==> config.mk <==
export PLATFORM = sky130hd
export DESIGN_NAME = gpio_multiport
export DESIGN_NICKNAME = d
export VERILOG_FILES = /design/src/rtl/gpio_mp_pkg.sv /design/src/rtl/gpio_mp_sync.sv /design/src/rtl/gpio_mp_setclr.sv /design/src/rtl/gpio_mp_rdmux.sv /design/src/rtl/gpio_multiport.sv
export SDC_FILE = /design/constraint.sdc
export NUM_CORES = 1
export LEC_CHECK = 0
export ABC_AREA = 0
export BUFFER_PORTS_ARGS = -buffer_cell sky130_fd_sc_hd__buf_2
export CELL_PAD_IN_SITES_DETAIL_PLACEMENT = 0
export CELL_PAD_IN_SITES_GLOBAL_PLACEMENT = 2
export CORE_MARGIN = 1
export CORE_UTILIZATION = 34
export DETAILED_ROUTE_END_ITERATION = 7
export GPL_TIMING_DRIVEN = 0
export HOLD_SLACK_MARGIN = 0.08
export MAX_ROUTING_LAYER = met4
export PLACE_DENSITY_LB_ADDON = 0.1
export SLEW_MARGIN = 40
export SYNTH_ARGS = -nofsm -noshare
export SYNTH_HDL_FRONTEND = slang
export SYNTH_SLANG_ARGS = --single-unit
export TNS_END_PERCENT = 10
==> constraint.sdc <==
create_clock -name clk_i -period 1.87 [get_ports clk_i]
set_input_delay 0.187 -clock clk_i [delete_from_list [all_inputs] [get_ports clk_i]]
set_output_delay 0.187 -clock clk_i [all_outputs]
set_load 0.01 [all_outputs]
==> src/rtl/gpio_mp_pkg.sv <==
package gpio_mp_pkg;

    localparam int DATA_W    = 32;
    localparam int WIDX_W    = 5;   // word index bits, byte address bits [6:2]

    localparam int B0_W      = 8;
    localparam int B1_W      = 24;
    localparam int B2_W      = 13;
    localparam int B3_IO_W   = 6;
    localparam int B3_DIN_W  = 28;
    localparam int B3_DOUT_W = 24;

    // bank 3 bidirectional control bits start here (output word and bank 2 direction word)
    localparam int B3_IO_LSB    = 25;
    // bank 3 bidirectional pins 0..4 land here in the bank 3 input word
    localparam int B3_IN_LO_LSB = 10;
    // the last bidirectional pin lands here
    localparam int B3_IN_LAST   = 24;

    localparam int CTL_W   = B3_IO_LSB + B3_IO_W;
    localparam int ROUTE_W = DATA_W;
    localparam int SYNC_W  = B0_W + B1_W + B2_W + B3_IO_W + B3_DIN_W;

    localparam int SY_B0  = 0;
    localparam int SY_B1  = SY_B0 + B0_W;
    localparam int SY_B2  = SY_B1 + B1_W;
    localparam int SY_IO  = SY_B2 + B2_W;
    localparam int SY_DIN = SY_IO + B3_IO_W;

    localparam logic [CTL_W-1:0] IO_CTL_BITS  = CTL_W'((1 << B3_IO_W) - 1) << B3_IO_LSB;
    localparam logic [CTL_W-1:0] B2_DIR_KEEP  = CTL_W'((1 << B2_W) - 1) | IO_CTL_BITS;
    localparam logic [CTL_W-1:0] B3_OUT_KEEP  = CTL_W'((1 << B3_DOUT_W) - 1) | IO_CTL_BITS;
    localparam logic [B3_DIN_W-1:0] B3_DIN_VALID =
        ~(B3_DIN_W'((1 << (B3_IO_W - 1)) - 1) << B3_IN_LO_LSB) &
        ~(B3_DIN_W'(1) << B3_IN_LAST);

    // word indices; software depends on these positions
    localparam logic [WIDX_W-1:0] WI_B3_IN   = 5'd0;
    localparam logic [WIDX_W-1:0] WI_B3_OSET = 5'd1;
    localparam logic [WIDX_W-1:0] WI_B3_OCLR = 5'd2;
    localparam logic [WIDX_W-1:0] WI_B3_OST  = 5'd3;
    localparam logic [WIDX_W-1:0] WI_B2_DSET = 5'd4;
    localparam logic [WIDX_W-1:0] WI_B2_DCLR = 5'd5;
    localparam logic [WIDX_W-1:0] WI_B2_DST  = 5'd6;
    localparam logic [WIDX_W-1:0] WI_B2_IN   = 5'd7;
    localparam logic [WIDX_W-1:0] WI_B2_OSET = 5'd8;
    localparam logic [WIDX_W-1:0] WI_B2_OCLR = 5'd9;
    localparam logic [WIDX_W-1:0] WI_RT_SET  = 5'd10;
    localparam logic [WIDX_W-1:0] WI_RT_CLR  = 5'd11;
    localparam logic [WIDX_W-1:0] WI_RT_ST   = 5'd12;
    localparam logic [WIDX_W-1:0] WI_B0_IN   = 5'd16;
    localparam logic [WIDX_W-1:0] WI_B0_OSET = 5'd17;
    localparam logic [WIDX_W-1:0] WI_B0_OCLR = 5'd18;
    localparam logic [WIDX_W-1:0] WI_B0_OST  = 5'd19;
    localparam logic [WIDX_W-1:0] WI_B0_DSET = 5'd20;
    localparam logic [WIDX_W-1:0] WI_B0_DCLR = 5'd21;
    localparam logic [WIDX_W-1:0] WI_B0_DST  = 5'd22;
    localparam logic [WIDX_W-1:0] WI_B1_IN   = 5'd24;
    localparam logic [WIDX_W-1:0] WI_B1_OSET = 5'd25;
    localparam logic [WIDX_W-1:0] WI_B1_OCLR = 5'd26;
    localparam logic [WIDX_W-1:0] WI_B1_OST  = 5'd27;
    localparam logic [WIDX_W-1:0] WI_B1_DSET = 5'd28;
    localparam logic [WIDX_W-1:0] WI_B1_DCLR = 5'd29;
    localparam logic [WIDX_W-1:0] WI_B1_DST  = 5'd30;

    typedef struct packed {
        logic b0_oset; logic b0_oclr; logic b0_dset; logic b0_dclr;
        logic b1_oset; logic b1_oclr; logic b1_dset; logic b1_dclr;
        logic b2_oset; logic b2_oclr; logic b2_dset; logic b2_dclr;
        logic b3_oset; logic b3_oclr;
        logic rt_set;  logic rt_clr;
    } wr_stb_t;

    typedef struct packed {
        logic [B0_W-1:0]     b0_in;
        logic [B0_W-1:0]     b0_out;
        logic [B0_W-1:0]     b0_dir;
        logic [B1_W-1:0]     b1_in;
        logic [B1_W-1:0]     b1_out;
        logic [B1_W-1:0]     b1_dir;
        logic [B2_W-1:0]     b2_in;
        logic [CTL_W-1:0]    b2_dir;
        logic [ROUTE_W-1:0]  route;
        logic [B3_DIN_W-1:0] b3_in;
        logic [CTL_W-1:0]    b3_out;
    } rd_view_t;

endpackage

==> src/rtl/gpio_mp_sync.sv <==
module gpio_mp_sync #(
    parameter int W = 8
) (
    input  logic         clk_i,
    input  logic         rst_ni,
    input  logic [W-1:0] async_i,
    output logic [W-1:0] sync_o
);
    typedef struct packed {
        logic [W-1:0] meta;
        logic [W-1:0] held;
    } sync_t;

    sync_t s_d, s_q;

    always_comb begin
        s_d.meta = async_i;
        s_d.held = s_q.meta;
    end

    always_ff @(posedge clk_i or negedge rst_ni) begin
        if (!rst_ni) s_q <= '0;
        else         s_q <= s_d;
    end

    assign sync_o = s_q.held;
endmodule

==> src/rtl/gpio_mp_setclr.sv <==
module gpio_mp_setclr #(
    parameter int           W    = 8,
    parameter logic [W-1:0] KEEP = '1
) (
    input  logic         clk_i,
    input  logic         rst_ni,
    input  logic         set_i,
    input  logic         clr_i,
    input  logic [W-1:0] mask_i,
    output logic [W-1:0] q_o
);
    typedef struct packed {
        logic [W-1:0] bits;
    } word_t;

    word_t r_d, r_q;
    logic [W-1:0] eff_mask;

    always_comb begin
        eff_mask = mask_i & KEEP;
        r_d = r_q;
        if (set_i)      r_d.bits = r_q.bits | eff_mask;
        else if (clr_i) r_d.bits = r_q.bits & ~eff_mask;
    end

    always_ff @(posedge clk_i or negedge rst_ni) begin
        if (!rst_ni) r_q <= '0;
        else         r_q <= r_d;
    end

    assign q_o = r_q.bits;
endmodule

==> src/rtl/gpio_mp_rdmux.sv <==
module gpio_mp_rdmux
    import gpio_mp_pkg::*;
(
    input  rd_view_t              view_i,
    input  logic [WIDX_W-1:0]     widx_i,
    input  logic                  hit_i,
    output logic [DATA_W-1:0]     rdata_o
);
    logic [DATA_W-1:0] rdata_d;

    always_comb begin
        rdata_d = '0;
        if (hit_i) begin
            case (widx_i)
                WI_B0_IN:  rdata_d = DATA_W'(view_i.b0_in);
                WI_B0_OST: rdata_d = DATA_W'(view_i.b0_out);
                WI_B0_DST: rdata_d = DATA_W'(view_i.b0_dir);
                WI_B1_IN:  rdata_d = DATA_W'(view_i.b1_in);
                WI_B1_OST: rdata_d = DATA_W'(view_i.b1_out);
                WI_B1_DST: rdata_d = DATA_W'(view_i.b1_dir);
                WI_B2_IN:  rdata_d = DATA_W'(view_i.b2_in);
                WI_B2_DST: rdata_d = DATA_W'(view_i.b2_dir);
                WI_RT_ST:  rdata_d = DATA_W'(view_i.route);
                WI_B3_IN:  rdata_d = DATA_W'(view_i.b3_in);
                WI_B3_OST: rdata_d = DATA_W'(view_i.b3_out);
                default:   rdata_d = '0;
            endcase
        end
    end

    assign rdata_o = rdata_d;
endmodule

==> src/rtl/gpio_multiport.sv <==
module gpio_multiport
    import gpio_mp_pkg::*;
#(
    parameter int ADDR_W = 8
) (
    input  logic                 clk_i,
    input  logic                 rst_ni,
    input  logic [ADDR_W-1:0]    bus_addr_i,
    input  logic                 bus_we_i,
    input  logic [DATA_W-1:0]    bus_wdata_i,
    output logic [DATA_W-1:0]    bus_rdata_o,
    input  logic [B0_W-1:0]      b0_pad_i,
    output logic [B0_W-1:0]      b0_pad_o,
    output logic [B0_W-1:0]      b0_pad_oe_o,
    input  logic [B1_W-1:0]      b1_pad_i,
    output logic [B1_W-1:0]      b1_pad_o,
    output logic [B1_W-1:0]      b1_pad_oe_o,
    input  logic [B2_W-1:0]      b2_pad_i,
    output logic [B2_W-1:0]      b2_pad_o,
    output logic [B2_W-1:0]      b2_pad_oe_o,
    input  logic [B3_IO_W-1:0]   b3_io_i,
    output logic [B3_IO_W-1:0]   b3_io_o,
    output logic [B3_IO_W-1:0]   b3_io_oe_o,
    input  logic [B3_DIN_W-1:0]  b3_din_i,
    output logic [B3_DOUT_W-1:0] b3_dout_o,
    output logic [ROUTE_W-1:0]   route_sel_o
);
    // ---------------- address decode ----------------
    logic [WIDX_W-1:0] widx;
    logic              hit;
    wr_stb_t           stb_d;

    assign widx = bus_addr_i[WIDX_W+1:2];
    assign hit  = ((bus_addr_i >> (WIDX_W + 2)) == '0) && (bus_addr_i[1:0] == 2'b00);

    always_comb begin
        stb_d = '0;
        if (bus_we_i && hit) begin
            case (widx)
                WI_B0_OSET: stb_d.b0_oset = 1'b1;
                WI_B0_OCLR: stb_d.b0_oclr = 1'b1;
                WI_B0_DSET: stb_d.b0_dset = 1'b1;
                WI_B0_DCLR: stb_d.b0_dclr = 1'b1;
                WI_B1_OSET: stb_d.b1_oset = 1'b1;
                WI_B1_OCLR: stb_d.b1_oclr = 1'b1;
                WI_B1_DSET: stb_d.b1_dset = 1'b1;
                WI_B1_DCLR: stb_d.b1_dclr = 1'b1;
                WI_B2_OSET: stb_d.b2_oset = 1'b1;
                WI_B2_OCLR: stb_d.b2_oclr = 1'b1;
                WI_B2_DSET: stb_d.b2_dset = 1'b1;
                WI_B2_DCLR: stb_d.b2_dclr = 1'b1;
                WI_B3_OSET: stb_d.b3_oset = 1'b1;
                WI_B3_OCLR: stb_d.b3_oclr = 1'b1;
                WI_RT_SET:  stb_d.rt_set  = 1'b1;
                WI_RT_CLR:  stb_d.rt_clr  = 1'b1;
                default: ;
            endcase
        end
    end

    // ---------------- input synchronizers ----------------
    logic [SYNC_W-1:0]   sync_s;
    logic [B3_DIN_W-1:0] b3_in_d;

    gpio_mp_sync #(.W(SYNC_W)) u_sync (
        .clk_i   (clk_i),
        .rst_ni  (rst_ni),
        .async_i ({b3_din_i, b3_io_i, b2_pad_i, b1_pad_i, b0_pad_i}),
        .sync_o  (sync_s)
    );

    // bank 3 input word: shared positions belong to the bidirectional pins
    always_comb begin
        b3_in_d = sync_s[SY_DIN +: B3_DIN_W] & B3_DIN_VALID;
        b3_in_d[B3_IN_LO_LSB +: B3_IO_W-1] = sync_s[SY_IO +: B3_IO_W-1];
        b3_in_d[B3_IN_LAST]                = sync_s[SY_IO + B3_IO_W - 1];
    end

    // ---------------- stored words ----------------
    logic [B0_W-1:0]    b0_out_q, b0_dir_q;
    logic [B1_W-1:0]    b1_out_q, b1_dir_q;
    logic [B2_W-1:0]    b2_out_q;
    logic [CTL_W-1:0]   b2_dir_q, b3_out_q;
    logic [ROUTE_W-1:0] route_q;

    gpio_mp_setclr #(.W(B0_W)) u_b0_out (
        .clk_i(clk_i), .rst_ni(rst_ni), .set_i(stb_d.b0_oset), .clr_i(stb_d.b0_oclr),
        .mask_i(bus_wdata_i[B0_W-1:0]), .q_o(b0_out_q));
    gpio_mp_setclr #(.W(B0_W)) u_b0_dir (
        .clk_i(clk_i), .rst_ni(rst_ni), .set_i(stb_d.b0_dset), .clr_i(stb_d.b0_dclr),
        .mask_i(bus_wdata_i[B0_W-1:0]), .q_o(b0_dir_q));
    gpio_mp_setclr #(.W(B1_W)) u_b1_out (
        .clk_i(clk_i), .rst_ni(rst_ni), .set_i(stb_d.b1_oset), .clr_i(stb_d.b1_oclr),
        .mask_i(bus_wdata_i[B1_W-1:0]), .q_o(b1_out_q));
    gpio_mp_setclr #(.W(B1_W)) u_b1_dir (
        .clk_i(clk_i), .rst_ni(rst_ni), .set_i(stb_d.b1_dset), .clr_i(stb_d.b1_dclr),
        .mask_i(bus_wdata_i[B1_W-1:0]), .q_o(b1_dir_q));
    gpio_mp_setclr #(.W(B2_W)) u_b2_out (
        .clk_i(clk_i), .rst_ni(rst_ni), .set_i(stb_d.b2_oset), .clr_i(stb_d.b2_oclr),
        .mask_i(bus_wdata_i[B2_W-1:0]), .q_o(b2_out_q));
    gpio_mp_setclr #(.W(CTL_W), .KEEP(B2_DIR_KEEP)) u_b2_dir (
        .clk_i(clk_i), .rst_ni(rst_ni), .set_i(stb_d.b2_dset), .clr_i(stb_d.b2_dclr),
        .mask_i(bus_wdata_i[CTL_W-1:0]), .q_o(b2_dir_q));
    gpio_mp_setclr #(.W(CTL_W), .KEEP(B3_OUT_KEEP)) u_b3_out (
        .clk_i(clk_i), .rst_ni(rst_ni), .set_i(stb_d.b3_oset), .clr_i(stb_d.b3_oclr),
        .mask_i(bus_wdata_i[CTL_W-1:0]), .q_o(b3_out_q));
    gpio_mp_setclr #(.W(ROUTE_W)) u_route (
        .clk_i(clk_i), .rst_ni(rst_ni), .set_i(stb_d.rt_set), .clr_i(stb_d.rt_clr),
        .mask_i(bus_wdata_i[ROUTE_W-1:0]), .q_o(route_q));

    // ---------------- read path ----------------
    rd_view_t view;

    always_comb begin
        view.b0_in  = sync_s[SY_B0 +: B0_W];
        view.b0_out = b0_out_q;
        view.b0_dir = b0_dir_q;
        view.b1_in  = sync_s[SY_B1 +: B1_W];
        view.b1_out = b1_out_q;
        view.b1_dir = b1_dir_q;
        view.b2_in  = sync_s[SY_B2 +: B2_W];
        view.b2_dir = b2_dir_q;
        view.route  = route_q;
        view.b3_in  = b3_in_d;
        view.b3_out = b3_out_q;
    end

    gpio_mp_rdmux u_rdmux (
        .view_i  (view),
        .widx_i  (widx),
        .hit_i   (hit),
        .rdata_o (bus_rdata_o)
    );

    // ---------------- pad side ----------------
    assign b0_pad_o    = b0_out_q;
    assign b0_pad_oe_o = b0_dir_q;
    assign b1_pad_o    = b1_out_q;
    assign b1_pad_oe_o = b1_dir_q;
    assign b2_pad_o    = b2_out_q;
    assign b2_pad_oe_o = b2_dir_q[B2_W-1:0];
    assign b3_io_o     = b3_out_q[B3_IO_LSB +: B3_IO_W];
    assign b3_io_oe_o  = b2_dir_q[B3_IO_LSB +: B3_IO_W];
    assign b3_dout_o   = b3_out_q[B3_DOUT_W-1:0];
    assign route_sel_o = route_q;
endmodule

# Yosys cells after proc, flatten, opt, wreduce, memory -nomap -nowiden
# Cells that the tools add are included.
[op_classes]
eq_ne = 26
mux = 35
n_bitwise = 22
reduce_logical = 13
[ops]
columns = ["op", "n"]
rows = [
  ["32-bit case mux with 11 select lines", 1],
  ["31-bit two-way mux", 4],
  ["24-bit two-way mux", 4],
  ["32-bit two-way mux", 3],
  ["5-bit == test, second input constant", 14],
  ["31-bit AND", 2],
  ["31-bit NOT", 2],
  ["31-bit bitwise OR", 2],
  ["24-bit AND", 2],
  ["24-bit bitwise OR", 2],
  ["32-bit AND", 1],
  ["8-bit two-way mux", 4],
  ["32-bit NOT", 1],
  ["32-bit bitwise OR", 1],
  ["13-bit two-way mux", 2],
  ["5-bit by 4-bit == test with 1-bit output, second input constant", 5],
  ["24-bit NOT", 1],
  ["5-bit by 3-bit == test with 1-bit output, second input constant", 4],
  ["8-bit AND", 2],
  ["1-bit two-way mux", 16],
  ["16-bit two-way mux", 1],
  ["8-bit bitwise OR", 2],
  ["2-bit nonzero test", 8],
  ["13-bit AND", 1],
  ["9 further kinds", 11],
]
[totals]
ff_bits = 329
output_inout_bits = 190
elab_cells = 106

# Logic depth before layout (Yosys ltp)
# Gate-level depths: netlist of run 1.
[logic_depth]
word_depth = 6
ltp_mapped = 7

# Modules after synthesis
# Synthesis of run 1 repeated with hierarchy kept, for this count alone.
[hier_totals]
cells_unflattened = 951
hier_area_um2 = 12177.9
[by_module_without_submodules]
columns = ["module", "instances", "cells_each", "area_each_um2", "seq_area_each_um2"]
rows = [
  ["gpio_mp_sync", 1, 158, 3953.8, 3953.8],
  ["gpio_mp_setclr at u_b1_dir ...", 2, 76, 933.4, 600.6],
  ["gpio_mp_rdmux", 1, 244, 1747.9, 0.0],
  ["gpio_mp_setclr at u_route", 1, 102, 1249.9, 800.8],
  ["gpio_mp_setclr at u_b3_out", 1, 98, 1186.1, 750.7],
  ["gpio_mp_setclr at u_b2_dir", 1, 74, 852.1, 475.5],
  ["gpio_mp_setclr at u_b0_dir ...", 2, 26, 312.8, 200.2],
  ["gpio_mp_setclr at u_b2_out", 1, 41, 504.2, 325.3],
  ["gpio_multiport", 1, 30, 191.4, 0.0],
]

# Least setup slack after synthesis of run 1
# OpenSTA, ideal clock, no wires.
[synth_path]
kind = "in2out"
startpoint = "input port bus_addr_i[2]"
endpoint = "output port bus_rdata_o[12]"
t_arrival_ns = 1.693
slack_ns = -0.010
cell_stages = 7
path_buffers = 3
path_cell_list = "buf_2 or2_1 buf_2 nor3_2 buf_2 a22oi_1 a31oi_1"
[synth_via]
elab_chain_len = 3
elab_cells_between_ends = 13
cone_classes = "eq/ne: 10; mux: 2; reduce/logical: 1"
[synth_rtl]
columns = ["element", "line", "rtl"]
rows = [
  ["start: declaration", "gpio_multiport.sv:8", "input logic [ADDR_W-1:0] bus_addr_i,"],
  ["5-bit by 2-bit == test with 1-bit output, or another cell as far along", "gpio_mp_rdmux.sv:14", "case (widx_i)"],
  ["32-bit case mux with 11 select lines (*)", "gpio_mp_rdmux.sv:14", ""],
  ["32-bit two-way mux (*)", "gpio_mp_rdmux.sv:13", "if (hit_i) begin"],
  ["end: declaration", "gpio_multiport.sv:11", "output logic [DATA_W-1:0] bus_rdata_o,"],
]
# Mark *: on every way between the ends. The rest lies on a longest branch, timed or not.

==> results of run 1 <==
## per-layer routing
metal  vias to the layer above  routed length, microns
met3                        77                    3790
met1                      5159                   21300
met2                       469                   21100
met4                         0                    1410
met5                         -                       0
li1                       4517                       -
## power breakdown
| part | switching [W] | internal (W) |
|---|---|---|
| clock network | 0.00283 | 0.00475 |
| logic | 0.000858 | 0.000682 |
| registers | 0.000231 | 0.00692 |
## worst min path at each step
| stage | start | endpoint |
|---|---|---|
| CTS | rst_ni | async pin |
| global route | rst_ni | async pin |
| finish | rst_ni | async pin |
| detailed placement | rst_ni | async pin |
| floorplan | rst_ni | async pin |
| global placement | b1_pad_i[18] | u_sync.s_d[26] |
## through the flow
stage | cell area, sq um | hold WS (ps)
5_1_grt | 17400 | 125
2_1_floorplan | 11800 | -109
3_5_place_dp | 14000 | 60.4
3_3_place_gp | 13800 | 295
4_1_cts | 17200 | 110
6_report | 17400 | 114
## timing repair
action,CTS,global route
pin swaps,29,13
hold endpoints to repair,346,0
setup buffers,28,2
cloned,1,0
hold buffers,106,0
gates resized for setup,151,26
endpoints found under the setup margin,53,61
## logic make-up (layout without fill, tap and decap cells)
family / Yosys count / in the layout / synth area share
AO/OA/AOI/OAI: 315 / 315 / 0.195
XOR/XNOR: 1 / 1 / 0.000743
buffers and inverters: 90 / 594 / 0.0352
flip-flops: 304 / 304 / 0.645
multiplexers: 28 / 28 / 0.0257
AND/OR/NAND/NOR: 212 / 212 / 0.0977
## placed cells by master (no fill, tap or decap), types with 4 or more instances in the layout
cell type and n:
a21oi_1 54, buf_6 15, nand2b_1 4, buf_12 10, a2111oi_4 6, nor2_4 4, clkbuf_16 41, mux2_1 15
clkbuf_8 10, clkbuf_1 24, buf_8 6, dfrtp_1 303, nor2_1 7, a31oi_1 61, nor4_4 5, mux2i_1 10
nor3_2 4, and3_1 20, nand2_1 123, buf_16 4, bufinv_16 5, dlygate4sd3_1 106, a22o_1 105, a22oi_1 50
a22oi_2 7, clkinv_2 6, clkbuf_2 4, nor3_4 8, buf_4 32, buf_2 319, nor4_2 4
## worst max-delay path: stages (launching register included)
cell,delay (ps)
dfrtp_1,340
or3b_4,380
a211oi_2,210
a221oi_1,70
a31oi_1,200
buf_2,160
## final cells by class
type,count,area [sq um]
Fill cell,3095,16400
Sequential cell,304,7610
Multi-Input combinational cell,556,4230
Timing Repair Buffer,439,3020
Clock buffer,52,1080
Buffer,85,671
Tap cell,448,561
Clock inverter,14,209
Inverter,4,15.0
==> metrics.cfg, run 1 <==
[status]
status = finished with violations
failed_checks = negative setup slack

[synthesis]
synth_edf_count = 0
synthCells = 950
synth_most_common_cell = dfrtp_1
synth_nets = 1072
netlist_top_cells_count = dfrtp_1, nand2_1, a22o_1
syn_area_per_cell_sq_um = 12.4
synth_top_area_share = 0.645
async_reset_ff_frac = 1.00
synth_warnings = 0
synth_cell_type_count = 53
ys_ff_latch = 304
syn_area_sq_um = 11800
ys_seq_area_frac = 0.645
yosysTopAreaCell = dfrtp_1
synth_area_leaders = dfrtp_1, a22o_1, nand2_1, a22oi_1, a31oi_1
ys.flop_type = dfrtp_1

[power_and_ir_drop]
p_per_area_nw_per_um2 = 936
power_leakage_nw = 8.21
ir_worst_vdd_v = 0.000683
total_power_w = 0.0163

[clocking]
cts_made_buffers = 37
cts_tree = built
h-tree-depth = 2
cts.sinks = 304
clkLatencyLatePin_ps = 530
root_buffer = clkbuf_16
cts_max_path_buffers = 3
clk_pin_slew_ps = 70

[sta]
setup_violations = 31
slew_headroom = 0.431
skew_ps = 6.77
fin_ws_ps = -212
fin_crit_ps = 2080
tightest_slew_ps = 850
fin_crit_sh = 1.11
hold_viol = 0
max_freq_mhz = 480
tns_ps = -2680
rsz0062_at_grt = yes
maxSlewViolCount = 0

[drt]
finalWirelength_microns = 47500
drc = 0
num_vias = 10222
first_iter_violations = 741
first_pass_iters = 6
wl_per_cell_microns = 25.0
antenna_left = 0
via_per_inst = 5.37

[critical_path]
crit_required_ps = 1680
crit_fanout = 2
start_kind = flop
setup.worst_path.class = reg2out
r2r_slack_ps = 960
cp-end-kind = output port
cp.arrival_ps = 1890
reg2regPathDepth = 2
endpoint = bus_rdata_o[1]

[global_route]
antenna_found_initial = 1
grt-ovfl-total = 0
grt_use_met3 = 0.0605
grt_pass1_vias = 10033
grt_usage = 0.277
grt_pass1_wl_microns = 69200
grtUsageMet2 = 0.400
grt_use_met1 = 0.384
grt_max_degree = 80
grt.busiest_layer = met2

[placement]
io_buffers = 294
dp_slack_ps = -1220
post-dp-hpwl_microns = 32600
globalplace.congestion = 0.905
dpl.cell_count = 1700

[floorplanning]
io_pins = 312
start_util = 0.349
die_x_microns = 188
core_area_sq_um = 33800
die_h_microns = 188
rows = 67
die_area_sq_um = 35400

[layout]
final_cells = 1902
fin_nets = 1549
diodes = 0
final_util = 0.515
syn_to_final_growth_pct = 47.6
drive_above_1_share = 0.366

[job]
drv_cap = 0

[min_path]
hold_path_class = in2async

(Power assumes the default switching activity.)
==> inputs of run 2 (changes only) <==
Settings changed: SETUP_SLACK_MARGIN set to 0.02.
==> run 2 against run 1 <==
  * The run still ends with negative setup slack left
  * Flip-flop and latch count unchanged
  * Clock power about the same
  * Setup slack got worse by 12 ps
  * Register-to-register slack about the same
  * Highest routed layer unchanged
==> metrics.cfg, run 2 (same netlist as run 1, synthesis figures left out) <==
[status]
status = finished with violations
failed_checks = negative setup slack

[sta]
skew_ps = 8.89
slew_headroom = 0.474
tns_ps = -2650
rsz0062_at_grt = yes
fin_crit_sh = 1.12
tightest_slew_ps = 786
hold_viol = 0
fin_ws_ps = -224
max_freq_mhz = 478
maxSlewViolCount = 0
fin_crit_ps = 2090
setup_violations = 29

[floorplanning]
start_util = 0.349
rows = 67
io_pins = 312
die_x_microns = 188
die_area_sq_um = 35400
die_h_microns = 188
core_area_sq_um = 33800

[layout]
fillers = 3063
layout_commonest_cell = buf_2
fin_nets = 1560
syn_to_final_growth_pct = 49.4
diodes = 0
final_util = 0.521
mostFrequentLayoutCells = buf_2, dfrtp_1, nand2_1
drive_above_1_share = 0.376
final_cells = 1913

[power_and_ir_drop]
p_per_area_nw_per_um2 = 927
ir_worst_vdd_v = 0.000692
power_leakage_nw = 8.29
total_power_w = 0.0163

[critical_path]
start_kind = flop
crit_fanout = 2
setup.worst_path.class = reg2out
crit_required_ps = 1680
cp-end-kind = output port
cp.arrival_ps = 1910

[drt]
drc = 0
first_pass_iters = 8
first_iter_violations = 851
via_per_inst = 5.42
met3WireLength_microns = 4020
wl_met2_microns = 21300
num_vias = 10361
antenna_left = 0
finalWirelength_microns = 48200
maxUsedRoutingLayer = met4
wl_met1_microns = 21500
wl_per_cell_microns = 25.2

[clocking]
clk_pin_slew_ps = 70
cts.sinks = 304
root_buffer = clkbuf_16
cts_max_path_buffers = 3
h-tree-depth = 2
cts_made_buffers = 37
clkLatencyLatePin_ps = 530
cts_tree = built

[placement]
globalplace.congestion = 0.905
post-dp-hpwl_microns = 32600
io_buffers = 294
dpl.cell_count = 1700

[global_route]
grt_pass1_vias = 10065
grt_pass1_wl_microns = 69400
grt-ovfl-total = 0
grt_usage = 0.278
grt_max_degree = 80
antenna_found_initial = 0

[job]
drv_cap = 0

[min_path]
hold_path_class = in2async

==> run 2: cell types whose count changed in the layout (fill, tap and decap cells not counted), moves of 3 or more <==
cell | previous run | this run
and3_1 | 20 | 17
and3_4 | 1 | 4
buf_4 | 32 | 37
buf_6 | 15 | 21
==> run 2: worst max-delay path, stage by stage, from the launching register on <==
cell and delay (ps):
dfrtp_1 340, or3b_4 380, a211oi_2 210, a221oi_1 70, a31oi_1 210, buf_2 160
==> run 2: where the power goes <==
group          internal [W]  switching, W
clock network       0.00475       0.00284
registers           0.00692      0.000234
logic              0.000704      0.000875
==> run 2: area by class of cell <==
cell class | instances | area, sq um | area share
Buffer | 85 | 688 | 0.0391
Clock buffer | 52 | 1080 | 0.0616
Clock inverter | 14 | 209 | 0.0119
Inverter | 4 | 15.0 | 0.000853
Multi-Input combinational cell | 556 | 4300 | 0.244
Sequential cell | 304 | 7610 | 0.432
Tap cell | 448 | 561 | 0.0318
Timing Repair Buffer | 450 | 3140 | 0.178
==> run 2: what timing repair did <==
action                                  4_1_cts  5_1_grt
endpoints found under the setup margin       62       75
pin swaps                                    30       21
setup buffers                                31        8
hold endpoints to repair                    346        0
cloned                                        2        1
hold buffers                                106        0
resized for setup                           151       52
==> run 2: final timing paths <==
check / from / end / slack [ps] / depth (start not counted)
hold / removal: rst_ni / async pin / 110 / 2
setup reg to reg: flop / flop / 960 / 2
setup / recovery: flop / bus_rdata_o[1] / -220 / 5
max in group asynchronous: rst_ni / u_sync.s_d[28] / 740 / 4
min in group clk_i: bus_addr_i[4] / flop / 240 / 5
hold reg to reg: u_sync.s_d[8] / u_sync.sync_o[8] / 340 / 0
==> run 2: per-layer routing <==
metal	GRT usage	vias up
met5	-	-
met4	0.0835	0
met3	0.0620	83
met2	0.407	520
met1	0.384	5223
li1	-	4535
==> run 2: stage by stage <==
stage | cell area, sq um | worst slack (ps) | hold slack (ps)
global placement | 13800 | -5300 | 295
detailed placement | 14000 | -1220 | 60.4
global route | 17600 | -293 | 125
CTS | 17300 | -241 | 110
floorplan | 11800 | 66.9 | -109
finish | 17600 | -224 | 113
==> inputs of run 3 (changes only) <==
Settings changed: CELL_PAD_IN_SITES_DETAIL_PLACEMENT 0 to unset, CELL_PAD_IN_SITES_GLOBAL_PLACEMENT 2 to unset, CORE_UTILIZATION 34 to 53, GPL_ROUTABILITY_DRIVEN set to 1.
==> run 3 against run 2 <==
  * Non-clock buffer count decreased by 14
  * Register-to-register slack better by 50 ps
  * The flow still finishes with violations (negative setup slack)
  * Via count increased by 2.0%
  * Cell count down 10%
  * Utilization is 24 points higher
==> metrics.cfg, run 3 (same netlist as run 1, synthesis figures left out) <==
[global_route]
grt-ovfl-total = 0
grt.busiest_layer = met2
grt_use_met3 = 0.110
grt_usage = 0.391
grt_pass1_vias = 10206
grt_pass1_wl_microns = 62300
grt_use_met1 = 0.512
grt_max_degree = 82
antenna_found_initial = 0
grtUsageMet2 = 0.574

[floorplanning]
core_area_sq_um = 21800
rows = 54
start_util = 0.540
io_pins = 312
die_area_sq_um = 22800
die_h_microns = 151
die_x_microns = 151

[sta]
fin_crit_sh = 1.15
setup_violations = 30
rsz0062_at_grt = yes
skew_ps = 5.24
slew_headroom = 0.438
fin_crit_ps = 2150
hold_viol = 0
tightest_slew_ps = 839
maxSlewViolCount = 0
max_freq_mhz = 465
fin_ws_ps = -279

[clocking]
clk_pin_slew_ps = 60
clkLatencyLatePin_ps = 560
h-tree-depth = 1
cts_max_path_buffers = 3
cts_made_buffers = 31
root_buffer = clkbuf_16
cts_tree = built
cts.sinks = 304

[placement]
dp_slack_ps = -1350
globalplace.congestion = 0.951
dpl.cell_count = 1529
io_buffers = 294
post-dp-hpwl_microns = 27600

[layout]
mostFrequentLayoutCells = buf_2, dfrtp_1, nand2_1
syn_to_final_growth_pct = 41.7
layout_commonest_cell = buf_2
fillers = 1435
drive_above_1_share = 0.353
diodes = 0
fin_nets = 1540
final_cells = 1722

[drt]
finalWirelength_microns = 42800
via_per_inst = 6.14
num_vias = 10569
drc = 0
wl_per_cell_microns = 24.9
first_iter_violations = 1005
antenna_left = 0
first_pass_iters = 6

[status]
failed_checks = negative setup slack
status = finished with violations

[critical_path]
crit_fanout = 3
setup.worst_path.class = reg2out
crit_required_ps = 1680
cp-end-kind = output port
start_kind = flop
cp.arrival_ps = 1960

[power_and_ir_drop]
ir_worst_vdd_v = 0.00116
p_per_area_nw_per_um2 = 910
power_leakage_nw = 7.99

[min_path]
hold_path_class = in2async

[job]
drv_cap = 0

## run 3: changes by cell type in the layout (fill, tap and decap cells not counted), sizes merged
cell      previous run  this run
buf                399       381
clkbuf              82        72
clkinvlp             0         5
bufbuf               0         1
inv                  7         6
## run 3: final timing paths
| path | from | endpoint | slack [ps] | depth (start not counted) |
|---|---|---|---|---|
| max in group asynchronous | rst_ni | u_sync.s_d[42] | 950 | 4 |
| min reg2reg | u_sync.s_d[57] | u_sync.sync_o[57] | 340 | 0 |
| min in group clk_i | bus_addr_i[6] | flop | 230 | 5 |
| max | flop | bus_rdata_o[5] | -280 | 5 |
| max reg2reg | flop | flop | 1010 | 1 |
| min | rst_ni | u_sync.sync_o[38] | 200 | 3 |
## run 3: per-stage QoR
step,setup TNS (ps),power [W],hold WS [ps],cell area (sq um),util
2_1_floorplan,0,0.00770,-109,11800,-
3_3_place_gp,-1545940,0.00837,295,13600,0.624
3_5_place_dp,-84020,0.00843,45.7,13700,0.630
4_1_cts,-1970,0.0152,191,16700,0.764
5_1_grt,-4230,0.0156,232,16700,0.765
6_report,-2600,0.0152,203,16700,0.765
## run 3: critical path, cell delays in order, from the launching register on
cell and delay (ps):
dfrtp_2 460, nand3_1 100, a21boi_1 80, a221oi_2 350, a41oi_2 230, buf_2 200
## run 3: where the power goes
part	leakage, nW	total, W	internal [W]	switching (W)
clock network	0.514	0.00654	0.00387	0.00267
logic	3.61	0.00150	0.000668	0.000829
registers	3.87	0.00715	0.00692	0.000232
## run 3: layout make-up
cell class	instances	area (sq um)	share of cell area
clock buffer	39	836	0.0501
sequential	304	7610	0.456
clock inverter	18	246	0.0148
tap	280	350	0.0210
buffer	86	626	0.0375
timing repair buffer	435	2960	0.177
multi-input combinational	556	4050	0.243
inverter	4	15.0	0.000899
## run 3: timing repair
action	4_1_cts	5_1_grt
resized for setup	139	7
pin swaps	28	7
hold buffers	107	0
hold endpoints to repair	333	0
cloned	4	0
buffers inserted	25	0
endpoints found under the setup margin	32	32
## run 3: metal layers
| layer | vias up | routed length [microns] |
|---|---|---|
| met5 | - | 0 |
| met2 | 719 | 19400 |
| met3 | 149 | 5020 |
| met4 | 0 | 1850 |
| met1 | 5214 | 16600 |
| li1 | 4487 | - |
